$ cat src/rtl/crr_pkg.sv
package crr_pkg;

    localparam int PTR_W     = 8;
    localparam int WORD_W    = 32;
    localparam int UNSOL_BIT = 4;
    localparam logic [2:0] SIZES_SUPPORTED = 3'b111;

    typedef enum logic [2:0] {
        ST_IDLE,
        ST_FETCH,
        ST_SEND,
        ST_WLO,
        ST_WHI
    } eng_state_e;

    typedef struct packed {
        logic [3:0]  caddr;
        logic [7:0]  node;
        logic [19:0] verb;
    } cmd_word_t;

    typedef struct packed {
        logic [WORD_W-1:0] data;
        logic              unsol;
        logic [3:0]        caddr;
    } rsp_entry_t;

    function automatic logic [PTR_W-1:0] ring_mask(input logic [1:0] sel);
        case (sel)
            2'd0:    return PTR_W'(8'h01);
            2'd1:    return PTR_W'(8'h0F);
            default: return PTR_W'(8'hFF);
        endcase
    endfunction

    function automatic logic [WORD_W-1:0] ext_word(input rsp_entry_t e);
        logic [WORD_W-1:0] w;
        w            = '0;
        w[UNSOL_BIT] = e.unsol;
        w[3:0]       = e.caddr;
        return w;
    endfunction

endpackage

$ cat src/rtl/crr_cmd_ptr.sv
module crr_cmd_ptr
    import crr_pkg::*;
(
    input  logic             clk,
    input  logic             rst,
    input  logic             rp_rst_req,
    input  logic             advance,
    input  logic [PTR_W-1:0] mask,
    input  logic [PTR_W-1:0] sw_wp,
    output logic [PTR_W-1:0] rp,
    output logic [PTR_W-1:0] next_rp,
    output logic             rst_busy,
    output logic             pending
);
    logic [PTR_W-1:0] rp_q;
    logic             busy_q;

    always_ff @(posedge clk) begin
        if (rst) begin
            rp_q   <= '0;
            busy_q <= 1'b0;
        end else begin
            busy_q <= rp_rst_req | (busy_q & (rp_q != '0));
            if (rp_rst_req)
                rp_q <= '0;
            else if (advance)
                rp_q <= next_rp;
        end
    end

    assign next_rp  = (rp_q + PTR_W'(1)) & mask;
    assign pending  = (rp_q != (sw_wp & mask));
    assign rp       = rp_q;
    assign rst_busy = busy_q;


    rp_rst_zero_chk: assert property (@(posedge clk) disable iff (rst)
        rp_rst_req |=> (rp == '0 && rst_busy));


    rp_step_chk: assert property (@(posedge clk) disable iff (rst)
        (rp != $past(rp)) |-> (rp == '0 || rp == (($past(rp) + PTR_W'(1)) & $past(mask))));

endmodule

$ cat src/rtl/crr_rsp_ptr.sv
module crr_rsp_ptr
    import crr_pkg::*;
(
    input  logic             clk,
    input  logic             rst,
    input  logic             wp_rst,
    input  logic             store,
    input  logic [PTR_W-1:0] mask,
    input  logic [PTR_W-1:0] int_cnt,
    input  logic             irq_clr,
    output logic [PTR_W-1:0] wp,
    output logic [PTR_W-1:0] next_wp,
    output logic             irq
);
    logic [PTR_W-1:0] wp_q;
    logic [PTR_W-1:0] cnt_q;
    logic [PTR_W-1:0] cnt_inc;
    logic             irq_q;
    logic             hit;

    assign next_wp = (wp_q + PTR_W'(1)) & mask;
    assign cnt_inc = cnt_q + PTR_W'(1);
    assign hit     = store & ~wp_rst & (cnt_inc == int_cnt);

    always_ff @(posedge clk) begin
        if (rst) begin
            wp_q  <= '0;
            cnt_q <= '0;
            irq_q <= 1'b0;
        end else begin
            if (wp_rst) begin
                wp_q  <= '0;
                cnt_q <= '0;
            end else if (store) begin
                wp_q  <= next_wp;
                cnt_q <= hit ? '0 : cnt_inc;
            end
            if (hit)
                irq_q <= 1'b1;
            else if (irq_clr)
                irq_q <= 1'b0;
        end
    end

    assign wp  = wp_q;
    assign irq = irq_q;


    wp_rst_zero_chk: assert property (@(posedge clk) disable iff (rst)
        wp_rst |=> (wp == '0));


    irq_hold_chk: assert property (@(posedge clk) disable iff (rst)
        (irq && !irq_clr) |=> irq);

endmodule

$ cat src/rtl/crr_engine.sv
module crr_engine
    import crr_pkg::*;
#(
    parameter int AW       = 12,
    parameter int CMD_BASE = 'h000,
    parameter int RSP_BASE = 'h200
) (
    input  logic              clk,
    input  logic              rst,
    input  logic              cmd_run,
    input  logic [1:0]        cmd_size_sel,
    input  logic [7:0]        cmd_wp,
    input  logic              cmd_rp_rst,
    output logic [7:0]        cmd_rp,
    output logic              cmd_rp_rst_busy,
    input  logic              rsp_run,
    input  logic [1:0]        rsp_size_sel,
    input  logic              rsp_wp_rst,
    output logic [7:0]        rsp_wp,
    input  logic [7:0]        rsp_int_cnt,
    input  logic              rsp_irq_clr,
    output logic              rsp_irq,
    output logic [2:0]        size_cap,
    output logic              mem_req,
    output logic              mem_we,
    output logic [AW-1:0]     mem_addr,
    output logic [31:0]       mem_wdata,
    input  logic [31:0]       mem_rdata,
    input  logic              mem_ack,
    output logic              lnk_cmd_valid,
    output logic [31:0]       lnk_cmd,
    input  logic              lnk_cmd_ready,
    input  logic              lnk_rsp_valid,
    input  logic [31:0]       lnk_rsp_data,
    input  logic              lnk_rsp_unsol,
    input  logic [3:0]        lnk_rsp_caddr,
    output logic              lnk_rsp_ready
);
    eng_state_e       state;
    cmd_word_t        cmd_q;
    rsp_entry_t       rsp_q;
    logic             outstanding;
    logic             cmd_pending;
    logic             cmd_advance;
    logic             rsp_store;
    logic [PTR_W-1:0] next_rp;
    logic [PTR_W-1:0] next_wp;
    logic [AW-1:0]    rsp_slot_addr;

    assign cmd_advance = (state == ST_SEND) && lnk_cmd_ready;
    assign rsp_store   = (state == ST_WHI) && mem_ack;

    crr_cmd_ptr u_cmd_ptr (
        .clk        (clk),
        .rst        (rst),
        .rp_rst_req (cmd_rp_rst),
        .advance    (cmd_advance),
        .mask       (ring_mask(cmd_size_sel)),
        .sw_wp      (cmd_wp),
        .rp         (cmd_rp),
        .next_rp    (next_rp),
        .rst_busy   (cmd_rp_rst_busy),
        .pending    (cmd_pending)
    );

    crr_rsp_ptr u_rsp_ptr (
        .clk     (clk),
        .rst     (rst),
        .wp_rst  (rsp_wp_rst),
        .store   (rsp_store),
        .mask    (ring_mask(rsp_size_sel)),
        .int_cnt (rsp_int_cnt),
        .irq_clr (rsp_irq_clr),
        .wp      (rsp_wp),
        .next_wp (next_wp),
        .irq     (rsp_irq)
    );

    always_ff @(posedge clk) begin
        if (rst) begin
            state       <= ST_IDLE;
            outstanding <= 1'b0;
            cmd_q       <= '0;
            rsp_q       <= '0;
        end else begin
            case (state)
                ST_IDLE: begin
                    if (rsp_run && lnk_rsp_valid) begin
                        rsp_q <= '{data: lnk_rsp_data, unsol: lnk_rsp_unsol, caddr: lnk_rsp_caddr};
                        state <= ST_WLO;
                    end else if (cmd_run && cmd_pending && !outstanding) begin
                        state <= ST_FETCH;
                    end
                end
                ST_FETCH: if (mem_ack) begin
                    cmd_q <= cmd_word_t'(mem_rdata);
                    state <= ST_SEND;
                end
                ST_SEND: if (lnk_cmd_ready) begin
                    outstanding <= 1'b1;
                    state       <= ST_IDLE;
                end
                ST_WLO: if (mem_ack) state <= ST_WHI;
                ST_WHI: if (mem_ack) begin
                    if (!rsp_q.unsol) outstanding <= 1'b0;
                    state <= ST_IDLE;
                end
                default: state <= ST_IDLE;
            endcase
        end
    end

    assign rsp_slot_addr = AW'(RSP_BASE) + AW'({next_wp, 1'b0});

    always_comb begin
        mem_req   = 1'b0;
        mem_we    = 1'b0;
        mem_addr  = '0;
        mem_wdata = '0;
        case (state)
            ST_FETCH: begin
                mem_req  = 1'b1;
                mem_addr = AW'(CMD_BASE) + AW'(next_rp);
            end
            ST_WLO: begin
                mem_req   = 1'b1;
                mem_we    = 1'b1;
                mem_addr  = rsp_slot_addr;
                mem_wdata = rsp_q.data;
            end
            ST_WHI: begin
                mem_req   = 1'b1;
                mem_we    = 1'b1;
                mem_addr  = rsp_slot_addr + AW'(1);
                mem_wdata = ext_word(rsp_q);
            end
            default: ;
        endcase
    end

    assign lnk_cmd_valid = (state == ST_SEND);
    assign lnk_cmd       = cmd_q;
    assign lnk_rsp_ready = (state == ST_IDLE) && rsp_run;
    assign size_cap      = SIZES_SUPPORTED;


    cmd_hold_chk: assert property (@(posedge clk) disable iff (rst)
        (lnk_cmd_valid && !lnk_cmd_ready) |=> (lnk_cmd_valid && $stable(lnk_cmd)));


    one_cmd_chk: assert property (@(posedge clk) disable iff (rst)
        lnk_cmd_valid |-> !outstanding);


    stopped_no_fetch_chk: assert property (@(posedge clk) disable iff (rst)
        (state == ST_IDLE && !cmd_run) |=> (state != ST_FETCH));


    rsp_stopped_chk: assert property (@(posedge clk) disable iff (rst)
        (state == ST_IDLE && !rsp_run) |=> (state != ST_WLO));

endmodule

$ cat config.mk
export PLATFORM = sky130hd
export DESIGN_NAME = crr_engine
export DESIGN_NICKNAME = d
export VERILOG_FILES = /design/src/rtl/crr_pkg.sv /design/src/rtl/crr_cmd_ptr.sv /design/src/rtl/crr_rsp_ptr.sv /design/src/rtl/crr_engine.sv
export SDC_FILE = /design/constraint.sdc
export NUM_CORES = 1
export LEC_CHECK = 0
export BUFFER_PORTS_ARGS = -buffer_cell sky130_fd_sc_hd__clkbuf_2
export CAP_MARGIN = 20
export CORE_MARGIN = 1.5
export CORE_UTILIZATION = 49
export DETAILED_ROUTE_END_ITERATION = 16
export GPL_ROUTABILITY_DRIVEN = 0
export PLACE_DENSITY = 0.81
export SYNTH_ARGS = -nofsm -noshare
export SYNTH_HDL_FRONTEND = slang
export SYNTH_SLANG_ARGS = --single-unit
$ cat constraint.sdc
create_clock -name clk -period 2.75 [get_ports clk]
set_clock_uncertainty 0.15 [all_clocks]
set_input_delay 0.1375 -clock clk [delete_from_list [all_inputs] [get_ports clk]]
set_output_delay 0.1375 -clock clk [all_outputs]
set_load 0.05 [all_outputs]
# ---- Word level (Yosys, flattened, before mapping)
# Cells that the tools add are included.
# Widths: inputs -> output; s select.
dict set report word_totals {
  regBits 99
  latch_bits 0
  mem_bits_rw 0
  mem_bits_ro 0
  inputBits 99
  out_inout_bits 101
  elab_cells 81
  mem_count 0
}
dict set report op_classes {
  addsub 5
  multipliers 0
  n_div 0
  magnitude_cmp 0
  eq_ne 14
  shift 0
  muxes 20
  bitwise 8
  reduce_logical 21
}
# op count
set op_table {}
lappend op_table {{$pmux 32 s2} 1}
lappend op_table {{$pmux 12 s3} 1}
lappend op_table {{$pmux 8 s2} 2}
lappend op_table {{$add 8x1->8 const B} 3}
lappend op_table {{$and 8x8->8} 3}
lappend op_table {{$mux 3} 6}
lappend op_table {{$pmux 3 s5} 1}
lappend op_table {{$add 11x1->12 const B} 1}
lappend op_table {{$add 10x9->11 const A} 1}
lappend op_table {{$eq 8x8->1} 1}
lappend op_table {{$mux 8} 1}
lappend op_table {{$ne 2x2->1 const B} 4}
lappend op_table {{$ne 8x8->1} 1}
lappend op_table {{$reduce_bool 8->1} 1}
lappend op_table {{$mux 1} 7}
lappend op_table {{$eq 3x2->1 const B} 2}
lappend op_table {{$logic_and 1x1->1} 6}
lappend op_table {{$reduce_or 2->1} 3}
lappend op_table {{$reduce_and 5->1} 1}
lappend op_table {{$eq 2x1->1 const B} 2}
lappend op_table {{$logic_not 2->1} 2}
lappend op_table {{$reduce_and 2->1} 2}
lappend op_table {{$reduce_and 4->1} 1}
lappend op_table {{$reduce_bool 2->1} 2}
lappend op_table {{other kinds (11)} 13}

# ---- Depth between registers and ports, before layout
dict set report logic_depth {
  depth_word 9
  depth_mapped 7
  ltp_nobuf 6
}

# ---- Hierarchy
# From an unflattened synthesis, not the netlist that was laid out.
dict set report hier_totals {
  cells_unflattened 642
  hier_area_um2 5313.8
}
# module n_inst cells_each area_each_um2 seq_area_each_um2
set by_module_without_submodules {}
lappend by_module_without_submodules {crr_engine 1 416 3467.1 1461.4}
lappend by_module_without_submodules {crr_rsp_ptr 1 126 1078.5 340.3}
lappend by_module_without_submodules {crr_cmd_ptr 1 100 768.2 180.2}

# ---- Worst setup path before layout
# Ideal clock, no wire load.
dict set report synth_timing {
  kind {register to output}
  from {register state[2]}
  to {output mem_addr[4]}
  arrival_ns 2.688
  t_required_ns 2.463
  setup_slack_ns -0.225
  path_stages_with_launch 8
  path_buffers 1
  path_cell_list {dfxtp_1 > buf_2 > nand2b_1 > nor2_1 > nor2_1 > inv_1 > o21ai_0 > o21ai_0}
}
dict set report synth_between {
  elab_chain_cells 2
  elab_cells_between_ends 4
  cone_classes {eq/ne (3); mux (1)}
}
# element line
set synth_lines {}
lappend synth_lines {{start: declaration} crr_engine.sv:39} ;# eng_state_e state;
lappend synth_lines {{start signal: assignment} crr_engine.sv:81} ;# state <= ST_IDLE;
lappend synth_lines {{start signal: assignment} crr_engine.sv:90} ;# state <= ST_WLO;
lappend synth_lines {{start signal: assignment} crr_engine.sv:92} ;# state <= ST_FETCH;
lappend synth_lines {{$eq 3x3->1 (tied with other cells)} crr_engine.sv:120} ;# case (state)
lappend synth_lines {{$pmux 12 s3 *} crr_engine.sv:120}
lappend synth_lines {{end: declaration} crr_engine.sv:26} ;# output logic [AW-1:0] mem_addr,
# Every way passes the cells marked *; elsewhere a longest branch is shown, timed or not.

# ---- Worst setup path in the final report
dict set report layout_timing {
  from {register u_rsp_ptr.cnt_q[0]}
  to {register u_rsp_ptr.cnt_q[0]}
}
dict set report layout_between {
  elab_chain_cells 4
}
# element line
set layout_lines {}
lappend layout_lines {{start: declaration} crr_rsp_ptr.sv:16} ;# logic [PTR_W-1:0] cnt_q;
lappend layout_lines {{start signal: assignment} crr_rsp_ptr.sv:36} ;# cnt_q <= hit ? '0 : cnt_inc;
lappend layout_lines {{$add 8x1->8 *} crr_rsp_ptr.sv:22} ;# assign cnt_inc = cnt_q + PTR_W'(1);
lappend layout_lines {{$eq 8x8->1} crr_rsp_ptr.sv:23} ;# assign hit = store & ~wp_rst & (cnt_inc == int_cnt);
lappend layout_lines {{$and 1x1->1} crr_rsp_ptr.sv:23}
lappend layout_lines {{$mux 8 *} crr_rsp_ptr.sv:36}
# Marked as above.
# A chain may end at the register's enable or synchronous reset.

==> impl_metrics.prom <==
# TYPE chip_impl_metric gauge
chip_impl_info{name="min-delay-start",value="lnk_cmd_ready"} 1
chip_impl_metric{name="portBuffers",unit=""} 194
chip_impl_metric{name="critPathBufInv",unit=""} 0
chip_impl_metric{name="crit_fanout",unit=""} 10
chip_impl_metric{name="leakage_power",unit="nW"} 2.89
chip_impl_info{name="critical_path.startpoint_type",value="register"} 1
chip_impl_metric{name="final_min_period_over_clock_period",unit="%"} 97.0
chip_impl_metric{name="placedCellCount",unit=""} 923
chip_impl_metric{name="critical_path_arrival",unit="ps"} 2780
chip_impl_metric{name="antennaDiodeCount",unit=""} 0
chip_impl_metric{name="num_vias",unit=""} 5505
chip_impl_metric{name="clock_tree.buffer_depth",unit=""} 2
chip_impl_metric{name="slew_at_the_pin_closest_to_its_max_slew_limit",unit="ps"} 546
chip_impl_metric{name="coreArea",unit="µm²"} 9770
chip_impl_info{name="critPathSlowestCell",value="sky130_fd_sc_hd__dfxtp_1"} 1
chip_impl_metric{name="timing.final.hold_violations",unit=""} 0
chip_impl_info{name="status",value="completed"} 1
chip_impl_metric{name="clock_power_share",unit="%"} 21.7
chip_impl_metric{name="max-cap-violations",unit=""} 0
chip_impl_metric{name="die_area",unit="µm²"} 10600
chip_impl_metric{name="intPower",unit="W"} 0.00232
chip_impl_metric{name="drtAntennaViolNets",unit=""} 0
chip_impl_metric{name="cts_max_level",unit=""} 3
chip_impl_metric{name="syn_area",unit="µm²"} 4920
chip_impl_info{name="tritoncts",value="done"} 1
chip_impl_info{name="timing.rr.start",value="u_rsp_ptr.cnt_q[0]"} 1
chip_impl_metric{name="drt-vias-per-instance",unit=""} 5.45
chip_impl_metric{name="die_width",unit="µm"} 103
chip_impl_metric{name="finalCriticalPeriod",unit="ps"} 2670
chip_impl_metric{name="synth_cell_type_count",unit=""} 68
chip_impl_metric{name="fmax",unit="GHz"} 0.375
chip_impl_metric{name="slew_headroom",unit="%"} 63.6
chip_impl_metric{name="ys.warnings.count",unit=""} 0
chip_impl_metric{name="postSynthCellCount",unit=""} 639
chip_impl_info{name="synthFlopType",value="sky130_fd_sc_hd__dfxtp_1"} 1
chip_impl_metric{name="drtIter0Drc",unit=""} 302
chip_impl_info{name="most-common-layout-cells",value="sky130_fd_sc_hd__clkbuf_2, sky130_fd_sc_hd__nand2_1, sky130_fd_sc_hd__dfxtp_1"} 1
chip_impl_metric{name="cp_slowest_stage_delay",unit="ps"} 500
chip_impl_info{name="cts_root_buf",value="sky130_fd_sc_hd__clkbuf_8"} 1
chip_impl_metric{name="synth_sequential_area_ratio",unit="%"} 40.3
chip_impl_info{name="crit_start",value="u_rsp_ptr.cnt_q[0]"} 1
chip_impl_metric{name="grt_overflow",unit=""} 0
chip_impl_metric{name="die_y",unit="µm"} 103
chip_impl_metric{name="synth.ff_latch_count",unit=""} 99
chip_impl_metric{name="critical_path_required",unit="ps"} 2860
chip_impl_metric{name="via_count_of_the_first_global_routing_pass",unit=""} 4981
chip_impl_metric{name="detailedRoute.firstPassIterationCount",unit=""} 4
chip_impl_metric{name="power-per-cell-area",unit="nW/µm²"} 570
chip_impl_metric{name="synth_enable_flop_cells",unit=""} 0
chip_impl_info{name="critPathKind",value="reg2reg"} 1
chip_impl_metric{name="clkSinkCount",unit=""} 99
chip_impl_metric{name="p_switching",unit="W"} 0.00156
chip_impl_metric{name="area_delta_synth_final",unit="%"} 38.1
chip_impl_info{name="endpoint_kind",value="register"} 1
chip_impl_metric{name="final_cell_count_no_fill",unit=""} 1011
chip_impl_metric{name="power.ir.vdd_worst",unit="V"} 0.000362
chip_impl_metric{name="antenna_found_initial",unit=""} 0
chip_impl_metric{name="totalWireLength",unit="µm"} 15700
chip_impl_info{name="timing.critical_path.cells",value="ha_1 > xor3_1 > a41oi_1 > nand4_2 > or3_4 > a21bo_1"} 1
chip_impl_metric{name="finish.net_count",unit=""} 976
chip_impl_metric{name="power_frac_seq",unit="%"} 43.3
chip_impl_metric{name="worst_hold_slack",unit="ps"} 87.3
chip_impl_metric{name="synthArstFlopShare",unit="%"} 0
chip_impl_metric{name="floorplan.rows",unit=""} 36
chip_impl_metric{name="p_comb_share",unit="%"} 35.0
chip_impl_metric{name="start_util",unit="%"} 50.3
chip_impl_metric{name="drt_drc_violations_left",unit=""} 0
chip_impl_metric{name="drt-wirelength-per-cell",unit="µm"} 15.6
chip_impl_metric{name="largest_net_degree_at_the_start_of_global_routing",unit=""} 52
chip_impl_metric{name="wire_length_of_the_first_global_routing_pass",unit="µm"} 23400
chip_impl_metric{name="tritoncts_buffers",unit=""} 9
chip_impl_info{name="setup_repair_after_global_routing_missed_its_margin",value="false"} 1
chip_impl_info{name="layout.cells.most_common",value="sky130_fd_sc_hd__clkbuf_2"} 1
chip_impl_metric{name="setup_tns",unit="ps"} 0
chip_impl_metric{name="path_clk_slew",unit="ps"} 100
chip_impl_metric{name="num_io_pins",unit=""} 200
chip_impl_metric{name="layout-drive-gt1-share",unit="%"} 27.3
chip_impl_metric{name="report.final.slew_viol_count",unit=""} 0
chip_impl_metric{name="global_route.usage.total",unit="%"} 28.0
chip_impl_info{name="hold_path.class",value="in2reg"} 1
chip_impl_metric{name="synth.avg_cell_area",unit="µm²"} 7.70
chip_impl_info{name="worst_path_dominant_cell_family",value="simple AND/OR/NAND/NOR gates"} 1
chip_impl_metric{name="sw_frac_of_total",unit="%"} 40.2
chip_impl_metric{name="post-dp-hpwl",unit="µm"} 9730
chip_impl_metric{name="finalSetupViolCount",unit=""} 0
chip_impl_metric{name="clk_latency_worst_skew_pair",unit="ps"} 360
path summary, 6_finish.rpt:
check	to	slack, ps	cells past startpoint
worst max register to register	u_rsp_ptr.cnt_q[0]	80	6
worst min-delay path	outstanding	90	3
worst max-delay path	u_rsp_ptr.cnt_q[0]	80	6
worst min register to register	rsp_q[11]	300	2
per-stage QoR:
step	total power, W	util (%)	area (µm²)	setup slack [ps]
floorplan	0.00262	-	4930	59.6
global placement	0.00291	60.3	5890	288
detailed placement	0.00294	60.3	5890	125
CTS	0.00386	69.4	6790	78.4
global route	0.00407	69.5	6790	24.4
finish	0.00387	69.5	6790	83.0
routing by layer:
layer / vias up / track usage (%) / part of all wire [%] / routed length (µm)
met5: - / 0 / 0 / 0
met4: 0 / 12.0 / 3.2 / 506
met3: 55 / 5.85 / 7.4 / 1170
met2: 304 / 48.0 / 50 / 7840
met1: 2533 / 34.2 / 40 / 6220
li1: 2613 / - / - / -
synth_stat cells, drive strengths merged, types with 3 or more instances:
cell	n	area, µm²
o22ai	7	43.8
xor2	15	131
mux2	3	33.8
xnor2	13	114
o21ai	16	83.8
nand3	12	60.1
and2	33	208
nor3	17	90.1
buf	17	101
a21oi	86	430
nor2	34	128
ha	4	50.1
or3	4	35.0
clkbuf	37	139
inv	8	30.0
nand4	5	37.5
nor4b	5	43.8
o21a	3	22.5
and3	9	58.8
nor3b	3	27.5
a22o	5	43.8
nand2	154	581
nor2b	3	18.8
a21o	6	45.0
dfxtp	99	1980
nand2b	4	25.0
layout make-up:
cell class | instances | area (µm²)
multi-input combinational | 481 | 2690
clock inverter | 5 | 38.8
sequential | 99 | 1980
inverter | 8 | 30.0
timing repair buffer | 274 | 1750
tap | 133 | 166
fill | 752 | 2980
clock buffer | 11 | 131
tightest hold or removal path, cell delays in order:
cell,delay [ps]
sky130_fd_sc_hd__clkbuf_2,110
sky130_fd_sc_hd__nand2_1,200
sky130_fd_sc_hd__a21oi_1,100
state kept, by name (all words and copies together), names as in the netlist:
| name | flops |
|---|---|
| u_rsp_ptr.cnt_q | 8 |
| outstanding | 1 |
| lnk_cmd | 32 |
| u_rsp_ptr.wp | 8 |
| rsp_q | 37 |
| u_rsp_ptr.irq | 1 |
| u_cmd_ptr.rp | 8 |
| u_cmd_ptr.rst_busy | 1 |
| state | 3 |
power groups by stage:
stage	clock network [W]	logic, W	registers (W)
after detailed placement	0	0.00124	0.00170
after CTS	0.000862	0.00132	0.00167
after global placement	0	0.00122	0.00169
final	0.000841	0.00135	0.00168
after global routing	0.000919	0.00145	0.00169
after floorplan	0	0.000750	0.00187
cells by family after synthesis:
group | Yosys count | synth area share (%)
other cells | 2 | 0.153
simple gates | 294 | 28.6
mux | 3 | 0.687
fa+ha+maj | 4 | 1.02
xor+xnor | 29 | 5.47
compound gates | 146 | 18.2
flops | 99 | 40.3
buf+inv | 62 | 5.49
timing repair:
action | in CTS | in global routing
setup buffers | 0 | 0
endpoints found under the hold margin | 80 | 0
endpoints found under the setup margin | 0 | 6
hold buffers | 72 | 0
gates resized for setup | 0 | 1
No activity file was read; power rests on OpenSTA's default activity.
